<file path="src/rtl/cmp_pkg.sv">
package cmp_pkg;
    typedef enum logic [1:0] {
        CMP_OFF   = 2'd0,
        CMP_TRACK = 2'd1,
        CMP_HELD  = 2'd2
    } cmp_state_t;
endpackage

</file>
<file path="src/rtl/cmp_cond.sv">
module cmp_cond #(
    parameter int DATA_W = 12,
    parameter int CH_W   = 5,
    parameter int NUM_CH = 16,
    parameter int REF_CH = 29
) (
    input  logic [CH_W-1:0]   res_ch,
    input  logic [DATA_W-1:0] res_data,
    input  logic [CH_W-1:0]   sel_ch,
    input  logic [DATA_W-1:0] thr,
    input  logic              cond,
    output logic              sel_hit,
    output logic              cond_hit
);
    logic code_legal;

    always_comb begin
        code_legal = (32'(sel_ch) < NUM_CH) || (32'(sel_ch) == REF_CH);
        sel_hit    = code_legal && (res_ch == sel_ch);
        cond_hit   = cond ? (res_data >= thr) : (res_data < thr);
    end
endmodule

</file>
<file path="src/rtl/cmp_unit.sv">
module cmp_unit
    import cmp_pkg::*;
#(
    parameter int CNT_W  = 4,
    parameter bit WIN_OK = 1'b0
) (
    input  logic             clk,
    input  logic             rst_n,
    input  logic             en,
    input  logic             ie,
    input  logic             win_en,
    input  logic [CNT_W-1:0] limit,
    input  logic             vld,
    input  logic             sel_hit,
    input  logic             own_hit,
    input  logic             partner_hit,
    input  logic             clr,
    output logic             flag,
    output logic             irq
);
    cmp_state_t       state, state_nxt;
    logic [CNT_W-1:0] cnt, cnt_nxt;
    logic             flag_nxt;
    logic             match;
    logic             sample;

    always_comb begin
        match  = (WIN_OK && win_en) ? (own_hit && partner_hit) : own_hit;
        sample = vld && sel_hit;
    end

    // state register
    always_ff @(posedge clk or negedge rst_n) begin
        if (!rst_n) begin
            state <= CMP_OFF;
            cnt   <= '0;
            flag  <= 1'b0;
        end else begin
            state <= state_nxt;
            cnt   <= cnt_nxt;
            flag  <= flag_nxt;
        end
    end

    // next state and outputs
    always_comb begin
        state_nxt = state;
        cnt_nxt   = cnt;
        flag_nxt  = clr ? 1'b0 : flag;
        unique case (state)
            CMP_OFF: begin
                cnt_nxt = '0;
                if (en) state_nxt = CMP_TRACK;
            end
            CMP_TRACK: begin
                if (!en) begin
                    state_nxt = CMP_OFF;
                    cnt_nxt   = '0;
                end else if (sample) begin
                    if (!match) begin
                        cnt_nxt = '0;
                    end else if (cnt >= limit) begin
                        state_nxt = CMP_HELD;
                        cnt_nxt   = '0;
                        flag_nxt  = 1'b1;
                    end else begin
                        cnt_nxt = cnt + 1'b1;
                    end
                end
            end
            CMP_HELD: begin
                cnt_nxt = '0;
                if (!en) state_nxt = CMP_OFF;
                else if (clr) state_nxt = CMP_TRACK;
            end
            default: begin
                state_nxt = CMP_OFF;
                cnt_nxt   = '0;
            end
        endcase
        irq = flag && ie;
    end

    assert_disable_clears_R7: assert property (@(posedge clk) disable iff (!rst_n)
        !en |=> (cnt == '0));

    assert_flag_sticky_R5: assert property (@(posedge clk) disable iff (!rst_n)
        (flag && !clr) |=> flag);

    assert_flag_cause_R2: assert property (@(posedge clk) disable iff (!rst_n)
        $rose(flag) |-> $past(vld && sel_hit && en));

    assert_miss_resets_R3: assert property (@(posedge clk) disable iff (!rst_n)
        (state == CMP_TRACK && en && vld && sel_hit && !match) |=> (cnt == '0));
endmodule

</file>
<file path="src/rtl/cmp_monitor.sv">
module cmp_monitor #(
    parameter int DATA_W = 12,
    parameter int CH_W   = 5,
    parameter int CNT_W  = 4,
    parameter int NUM_CH = 16,
    parameter int REF_CH = 29
) (
    input  logic              clk,
    input  logic              rst_n,
    input  logic              res_vld,
    input  logic [CH_W-1:0]   res_ch,
    input  logic [DATA_W-1:0] res_data,
    input  logic              u0_en,
    input  logic              u0_ie,
    input  logic              u0_cond,
    input  logic              u0_win,
    input  logic [CH_W-1:0]   u0_ch,
    input  logic [CNT_W-1:0]  u0_limit,
    input  logic [DATA_W-1:0] u0_thr,
    input  logic              u0_clr,
    input  logic              u1_en,
    input  logic              u1_ie,
    input  logic              u1_cond,
    input  logic [CH_W-1:0]   u1_ch,
    input  logic [CNT_W-1:0]  u1_limit,
    input  logic [DATA_W-1:0] u1_thr,
    input  logic              u1_clr,
    output logic              flag0,
    output logic              flag1,
    output logic              irq0,
    output logic              irq1
);
    localparam int NUM_U = 2;

    logic [NUM_U-1:0]             en_a, ie_a, cond_a, win_a, clr_a;
    logic [NUM_U-1:0][CH_W-1:0]   ch_a;
    logic [NUM_U-1:0][CNT_W-1:0]  lim_a;
    logic [NUM_U-1:0][DATA_W-1:0] thr_a;
    logic [NUM_U-1:0]             sel_a, hit_a, flag_a, irq_a;

    always_comb begin
        en_a   = {u1_en, u0_en};
        ie_a   = {u1_ie, u0_ie};
        cond_a = {u1_cond, u0_cond};
        win_a  = {1'b0, u0_win};
        clr_a  = {u1_clr, u0_clr};
        ch_a   = {u1_ch, u0_ch};
        lim_a  = {u1_limit, u0_limit};
        thr_a  = {u1_thr, u0_thr};
    end

    for (genvar i = 0; i < NUM_U; i++) begin : g_unit
        cmp_cond #(
            .DATA_W(DATA_W), .CH_W(CH_W), .NUM_CH(NUM_CH), .REF_CH(REF_CH)
        ) cond_i (
            .res_ch   (res_ch),
            .res_data (res_data),
            .sel_ch   (ch_a[i]),
            .thr      (thr_a[i]),
            .cond     (cond_a[i]),
            .sel_hit  (sel_a[i]),
            .cond_hit (hit_a[i])
        );

        cmp_unit #(
            .CNT_W(CNT_W), .WIN_OK(i == 0)
        ) unit_i (
            .clk         (clk),
            .rst_n       (rst_n),
            .en          (en_a[i]),
            .ie          (ie_a[i]),
            .win_en      (win_a[i]),
            .limit       (lim_a[i]),
            .vld         (res_vld),
            .sel_hit     (sel_a[i]),
            .own_hit     (hit_a[i]),
            .partner_hit (hit_a[NUM_U-1-i]),
            .clr         (clr_a[i]),
            .flag        (flag_a[i]),
            .irq         (irq_a[i])
        );
    end

    assign flag0 = flag_a[0];
    assign flag1 = flag_a[1];
    assign irq0  = irq_a[0];
    assign irq1  = irq_a[1];
endmodule

</file>
<file path="config.mk">
export PLATFORM = sky130hd
export DESIGN_NAME = cmp_monitor
export DESIGN_NICKNAME = d
export VERILOG_FILES = /design/src/rtl/cmp_pkg.sv /design/src/rtl/cmp_cond.sv /design/src/rtl/cmp_unit.sv /design/src/rtl/cmp_monitor.sv
export SDC_FILE = /design/constraint.sdc
export NUM_CORES = 1
export LEC_CHECK = 0
export ABC_AREA = 1
export BUFFER_PORTS_ARGS = -buffer_cell sky130_fd_sc_hd__buf_4
export CORE_MARGIN = 4
export CORE_UTILIZATION = 53
export DETAILED_ROUTE_END_ITERATION = 16
export HOLD_SLACK_MARGIN = 0.1
export PLACE_DENSITY = 0.86
export SYNTH_ARGS = -nofsm -noshare
export SYNTH_HDL_FRONTEND = slang
export SYNTH_SLANG_ARGS = --single-unit
</file>
<file path="constraint.sdc">
create_clock -name clk -period 4.7 [get_ports clk]
set_clock_uncertainty 0.15 [all_clocks]
set_input_delay 0.94 -clock clk [delete_from_list [all_inputs] [get_ports clk]]
set_output_delay 0.94 -clock clk [all_outputs]
set_load 0.01 [all_outputs]
</file>
==> results of run 1 <==
synth_stat cells (2+ instances only):
master   count  area (um^2)
o22ai_1      2         12.5
nand4_1      3         18.8
nor2_4       2         22.5
inv_2        5         18.8
nand3_1     17         85.1
nor3_1       2         10.0
nor2_1      18         67.6
a21oi_1     15         75.1
nand2_2      4         25.0
o21ai_1      6         30.0
inv_1       69          259
nand2_1     74          278
dfrtp_1     14          350
ha_1        34          425
xor2_1       3         26.3
o21ai_0      4         20.0
worst max-delay path by stage:
| stage | startpoint | to | slack [ns] | cells past startpoint |
|---|---|---|---|---|
| after floorplan | u1_thr[11] | g_unit[1].unit_i.state[1] | 2.37 | 13 |
| after global placement | res_data[11] | g_unit[0].unit_i.state[0] | 2.17 | 15 |
| after detailed placement | res_data[11] | g_unit[0].unit_i.state[0] | 2.12 | 15 |
| after CTS | u0_ie | irq0 | 2.35 | 4 |
| after global routing | res_data[11] | g_unit[0].unit_i.state[1] | 2.22 | 14 |
| final | u1_ie | irq1 | 2.36 | 4 |
sequential cells by signal, indices dropped and copies added (netlist names):
signal,cells
g_unit.unit_i.cnt,8
g_unit.unit_i.flag,2
g_unit.unit_i.state,4
power groups by stage:
stage	combinational (uW)	sequential (uW)	clock, uW
2_1_floorplan	105	132	0
3_3_place_gp	171	132	0
3_5_place_dp	175	132	0
4_1_cts	176	130	88.4
5_1_grt	201	131	95.7
6_report	174	130	87.2
kinds of logic (layout without fill, tap and decap cells):
group | after synthesis | count (layout) | share of synthesized area [%]
adder cells (fa/ha/maj) | 34 | 34 | 22.8
buffers and inverters | 74 | 152 | 14.9
AO/OA/AOI/OAI | 35 | 35 | 11.1
XOR/XNOR | 4 | 4 | 1.88
flip-flops | 14 | 14 | 18.8
AND/OR/NAND/NOR | 126 | 126 | 30.5
per-layer routing:
metal  vias to the layer above  wire length (um)  GRT usage, %
li1                       1058                 -             -
met1                       816              1720          23.4
met2                        56              1850          32.1
met3                         5               263          2.16
met4                         0                63          6.33
met5                         -                 0             0
stage by stage:
step	cells	setup slack, ns
6_report	411	2.36
3_5_place_dp	407	2.12
4_1_cts	411	2.35
5_1_grt	411	2.22
3_3_place_gp	407	2.17
2_1_floorplan	287	2.37
final cells by class:
class	count	area (um^2)	share of cell area, %
Timing Repair Buffer	74	556	22.1
Multi-Input combinational cell	199	1240	49.2
Sequential cell	14	350	13.9
Tap cell	46	57.6	2.29
Inverter	74	278	11.1
Clock buffer	4	36.3	1.44
cells in the final DEF (no fill, tap or decap), drive strengths merged, types with 4 or more instances in the layout:
cell type,count
a21oi,15
buf,74
clkbuf,4
dfrtp,14
ha,34
inv,74
nand2,78
nand3,17
nor2,21
o21ai,11
critical path, cell delays in order:
cell and delay [ns]:
buf_4 0.11, nand2_1 0.05, inv_1 0.03, buf_4 0.13
==> results_dict.tcl, run 1 <==
set metrics [dict create \
    status "finished clean" \
    area_growth_pct 34.8 \
    reg2reg_slack_ns 2.79 \
    numCtsBuffers 3 \
    peakVddDrop_mv 0.0816 \
    rr_startpoint "g_unit[1].unit_i.cnt[1]" \
    p_clk_share_pct 22.3 \
    required_ns 3.61 \
    clk_latency_ns 0.28 \
    setup-tns-final_ns 0 \
    swShare_pct 34.0 \
    finalHoldViolations 0 \
    die_x_um 67.3 \
    ys_warn_count 0 \
    synth-seq-cells 14 \
    drtAntennaViolNets 0 \
    grt.total_usage_pct 18.4 \
    relSlewSlack_pct 77.3 \
    cts_root_buf "clkbuf_4" \
    postCtsResizedCells 0 \
    synthesis.area_um2 1860 \
    finalPower_uw 391 \
    insertedDiodeCount 0 \
    fillers 293 \
    end_kind "output pin" \
    p_switching_uw 133 \
    fmax_mhz 427 \
    dp_hpwl_um 3580 \
    postCtsSetupBuffers 0 \
    setup_viol 0 \
    htree_levels 1 \
    power_leakage_uw 0.00159 \
    grt_overflow 0 \
    clock-sinks 14 \
    holdWs_ns 0.335 \
    grt_pass1_vias 1739 \
    worstRegToRegCells 10 \
    avgSynthCellArea_um2 6.50 \
    grt_pass1_wl_um 6680 \
    fp.dieArea_um2 4530 \
    wl_um 3900 \
    grt_max_degree 15 \
    p_seq_share_pct 33.3 \
    worst-setup-path-type "primary input to output pin" \
    cts_buffer_depth 2 \
    final_util_pct 74.7 \
    port_buffers 74 \
    drt_first_iter_violations 60 \
    die_height_um 67.3 \
    vias_per_cell 4.71 \
    async_reset_ff_share_pct 100 \
    pwr-share-comb_pct 44.4 \
    wire_per_inst_um 9.50 \
    nets 471 \
    vias 1935 \
    gp_congestion 0.842 \
    cts_hold_buffers 0 \
    worstPathArrival_ns 1.25 \
    antenna_found_initial 0 \
    rsz0062_at_grt "false" \
    final.min_clock_period_ns 2.34 \
    drc 0 \
    design_area_um2 2510 \
    report.final.slew_viol_count 0 \
    dpl-instance-area_um2 2480 \
    finalCritPeriodShare_pct 49.9 \
    ys.flop_type "dfrtp_1" \
    hp-class "primary input to asynchronous set/reset pin" \
    synth_edf_count 0 \
    cts_tree "yes" \
    max_cap_viol_count 0 \
    clk_pin_slew_ns 0.08 \
    rows 21 \
    path_max_fanout 1 \
    p_int_uw 258 \
    start_kind "primary input" \
    initial_core_util_pct 55.4 \
    tightest_slew_ns 0.337 \
    ioPinCount 75 \
    synth_cell_types 31 \
    r2r_end "g_unit[1].unit_i.cnt[2]" \
    core_um2 3360 \
    firstDrtPassIters 4 \
    synth_seq_area_share_pct 18.8 \
    drive_gt1_share_pct 26.6 \
    synth_nets 392 \
    synth_cells 287 \
    power_density_nw_per_um2 156 \
]
(Power assumes the default switching activity.)
==> run 2: changes to the inputs <==
- CORE_UTILIZATION: 53 -> 49
- PLACE_DENSITY: 0.86 -> 0.81
- clock period: 4.7 -> 2.4 ns (I/O delays scaled with it)
==> run 2 against run 1 <==
Worst setup slack got worse by 1.9 ns. Die area increased by 7.2%. First-iteration DRC count increased by 3.3%. Flip-flop and latch count unchanged. Critical path type is now flip-flop to flip-flop. Largest power group unchanged. Highest routed layer unchanged.
==> results_dict.tcl, run 2 (synthesized netlist as in run 1, its figures left out) <==
set metrics [dict create \
    rsz0062_at_grt "false" \
    r2r_end "g_unit[1].unit_i.cnt[0]" \
    grt_max_degree 15 \
    ioPinCount 75 \
    report.final.slew_viol_count 0 \
    final_cell_mix "74 x nand2_1, 74 x buf_4, 69 x inv_1" \
    design_area_um2 2540 \
    die_height_um 69.7 \
    drt_first_iter_violations 62 \
    final.min_clock_period_ns 1.92 \
    hp-class "primary input to flip-flop" \
    path_max_fanout 4 \
    rr_startpoint "g_unit[1].unit_i.cnt[1]" \
    relSlewSlack_pct 77.6 \
    setup-tns-final_ns 0 \
    postCtsResizedCells 0 \
    dp_hpwl_um 3600 \
    fillers 349 \
    path_cells "ha_1 -> inv_1 -> nor2_1 -> o21ai_0 -> nand2_1 -> a31oi_1 -> inv_1 -> nor2_1 -> nand2_2 -> o21ai_1" \
    largest_register_ffs 8 \
    grt_overflow 0 \
    htree_levels 1 \
    dpl-instance-area_um2 2480 \
    cp_slowest_cell "dfrtp_1" \
    vias 1923 \
    antenna_found_initial 0 \
    max_stage_delay_ns 0.41 \
    tightest_slew_ns 0.334 \
    initial_core_util_pct 50.9 \
    clock-sinks 14 \
    numCtsBuffers 3 \
    cts_buffer_depth 2 \
    drive_gt1_share_pct 26.5 \
    nets 472 \
    insertedDiodeCount 0 \
    peakVddDrop_mv 0.189 \
    start_kind "flip-flop" \
    fmax_mhz 521 \
    grt_pass1_vias 1778 \
    gp_congestion 0.819 \
    rows 22 \
    vias_per_cell 4.64 \
    reg_top3 "g_unit.unit_i.cnt: 8 flops, g_unit.unit_i.state: 4 flops, g_unit.unit_i.flag: 2 flops" \
    cts_root_buf "clkbuf_8" \
    register_area_um2 350 \
    end_kind "flip-flop" \
    clk_latency_ns 0.24 \
    drc 0 \
    worstPathArrival_ns 1.94 \
    power_density_nw_per_um2 327 \
    setup_viol 0 \
    die_x_um 69.7 \
    grt.total_usage_pct 16.7 \
    min_path_cells 2 \
    core_um2 3660 \
    reg2reg_slack_ns 0.48 \
    min-delay-start "u1_clr" \
    status "finished clean" \
    wl_um 3990 \
    required_ns 2.42 \
    firstDrtPassIters 4 \
    worst-setup-path-type "flip-flop to flip-flop" \
    fp.dieArea_um2 4860 \
    drtAntennaViolNets 0 \
    worstRegToRegCells 10 \
    regMostFlops "g_unit.unit_i.cnt" \
    max_cap_viol_count 0 \
    finalHoldViolations 0 \
    min_to "g_unit[1].unit_i.flag" \
    cts_tree "yes" \
    grt_pass1_wl_um 6910 \
    wire_per_inst_um 9.64 \
    port_buffers 74 \
    finalCritPeriodShare_pct 80.0 \
    clk_pin_slew_ns 0.06 \
    area_growth_pct 36.5 \
    multi_input_area_um2 1240 \
    power_leakage_uw 0.00161 \
]
-- run 2: changes by cell type in the layout (fill, tap and decap cells not counted), sizes merged --
cell         change
dlygate4sd3      +1
-- run 2: critical path, delay by kind of cell (launching register included) --
kind,cells,cell delay (ns)
compound gates,3,0.51
flops,1,0.41
simple gates,4,0.35
fa+ha+maj,1,0.30
buf+inv,2,0.13
-- run 2: layout make-up --
| type | instances | share of cell area [%] |
|---|---|---|
| repair buffers | 75 | 22.2 |
| flip-flops and latches | 14 | 13.8 |
| multi-input cells | 199 | 48.6 |
| clock buffers | 4 | 2.16 |
| inverters | 74 | 10.9 |
| well taps | 48 | 2.36 |
-- run 2: power breakdown --
| group | internal (uW) | switching [uW] | total (uW) |
|---|---|---|---|
| Sequential | 248 | 7.94 | 256 |
| Clock | 145 | 87.5 | 233 |
| Combinational | 167 | 177 | 344 |
| Total | 560 | 273 | 832 |
-- run 2: how the worst max path moves through the flow --
| stage | endpoint | start | depth (start not counted) | slack [ns] |
|---|---|---|---|---|
| 2_1_floorplan | g_unit[1].unit_i.state[1] | u1_thr[11] | 13 | 0.53 |
| 3_3_place_gp | g_unit[0].unit_i.state[0] | res_data[11] | 15 | 0.33 |
| 3_5_place_dp | g_unit[0].unit_i.state[0] | res_data[11] | 15 | 0.27 |
| 4_1_cts | g_unit[1].unit_i.cnt[0] | g_unit[1].unit_i.cnt[1] | 10 | 0.47 |
| 5_1_grt | g_unit[1].unit_i.cnt[3] | g_unit[1].unit_i.cnt[1] | 10 | 0.23 |
| 6_report | g_unit[1].unit_i.cnt[0] | g_unit[1].unit_i.cnt[1] | 10 | 0.48 |
-- run 2: stage by stage --
stage / total power [uW] / hold slack, ns / instances / util (%) / setup WS, ns
after floorplan: 464 / 0.0344 / 287 / - / 0.527
after global placement: 594 / 0.186 / 409 / 67.7 / 0.327
after detailed placement: 605 / 0.190 / 409 / 67.7 / 0.273
after CTS: 839 / 0.282 / 414 / 69.5 / 0.471
after global routing: 903 / 0.284 / 414 / 69.5 / 0.230
final: 832 / 0.286 / 414 / 69.5 / 0.480
-- run 2: repair_timing --
| item | in CTS | in global routing |
|---|---|---|
| setup buffers | 0 | 0 |
| hold buffers | 1 | 0 |
| endpoints found under the setup margin | 0 | 0 |
| hold endpoints to repair | 14 | 0 |
-- run 2: metal layers --
metal | wire [um] | vias up | GRT usage, %
met3 | 261 | 4 | 3.62
met5 | 0 | - | 0
met2 | 1890 | 51 | 28.9
met4 | 45 | 0 | 4.89
met1 | 1790 | 810 | 20.6
li1 | - | 1058 | -
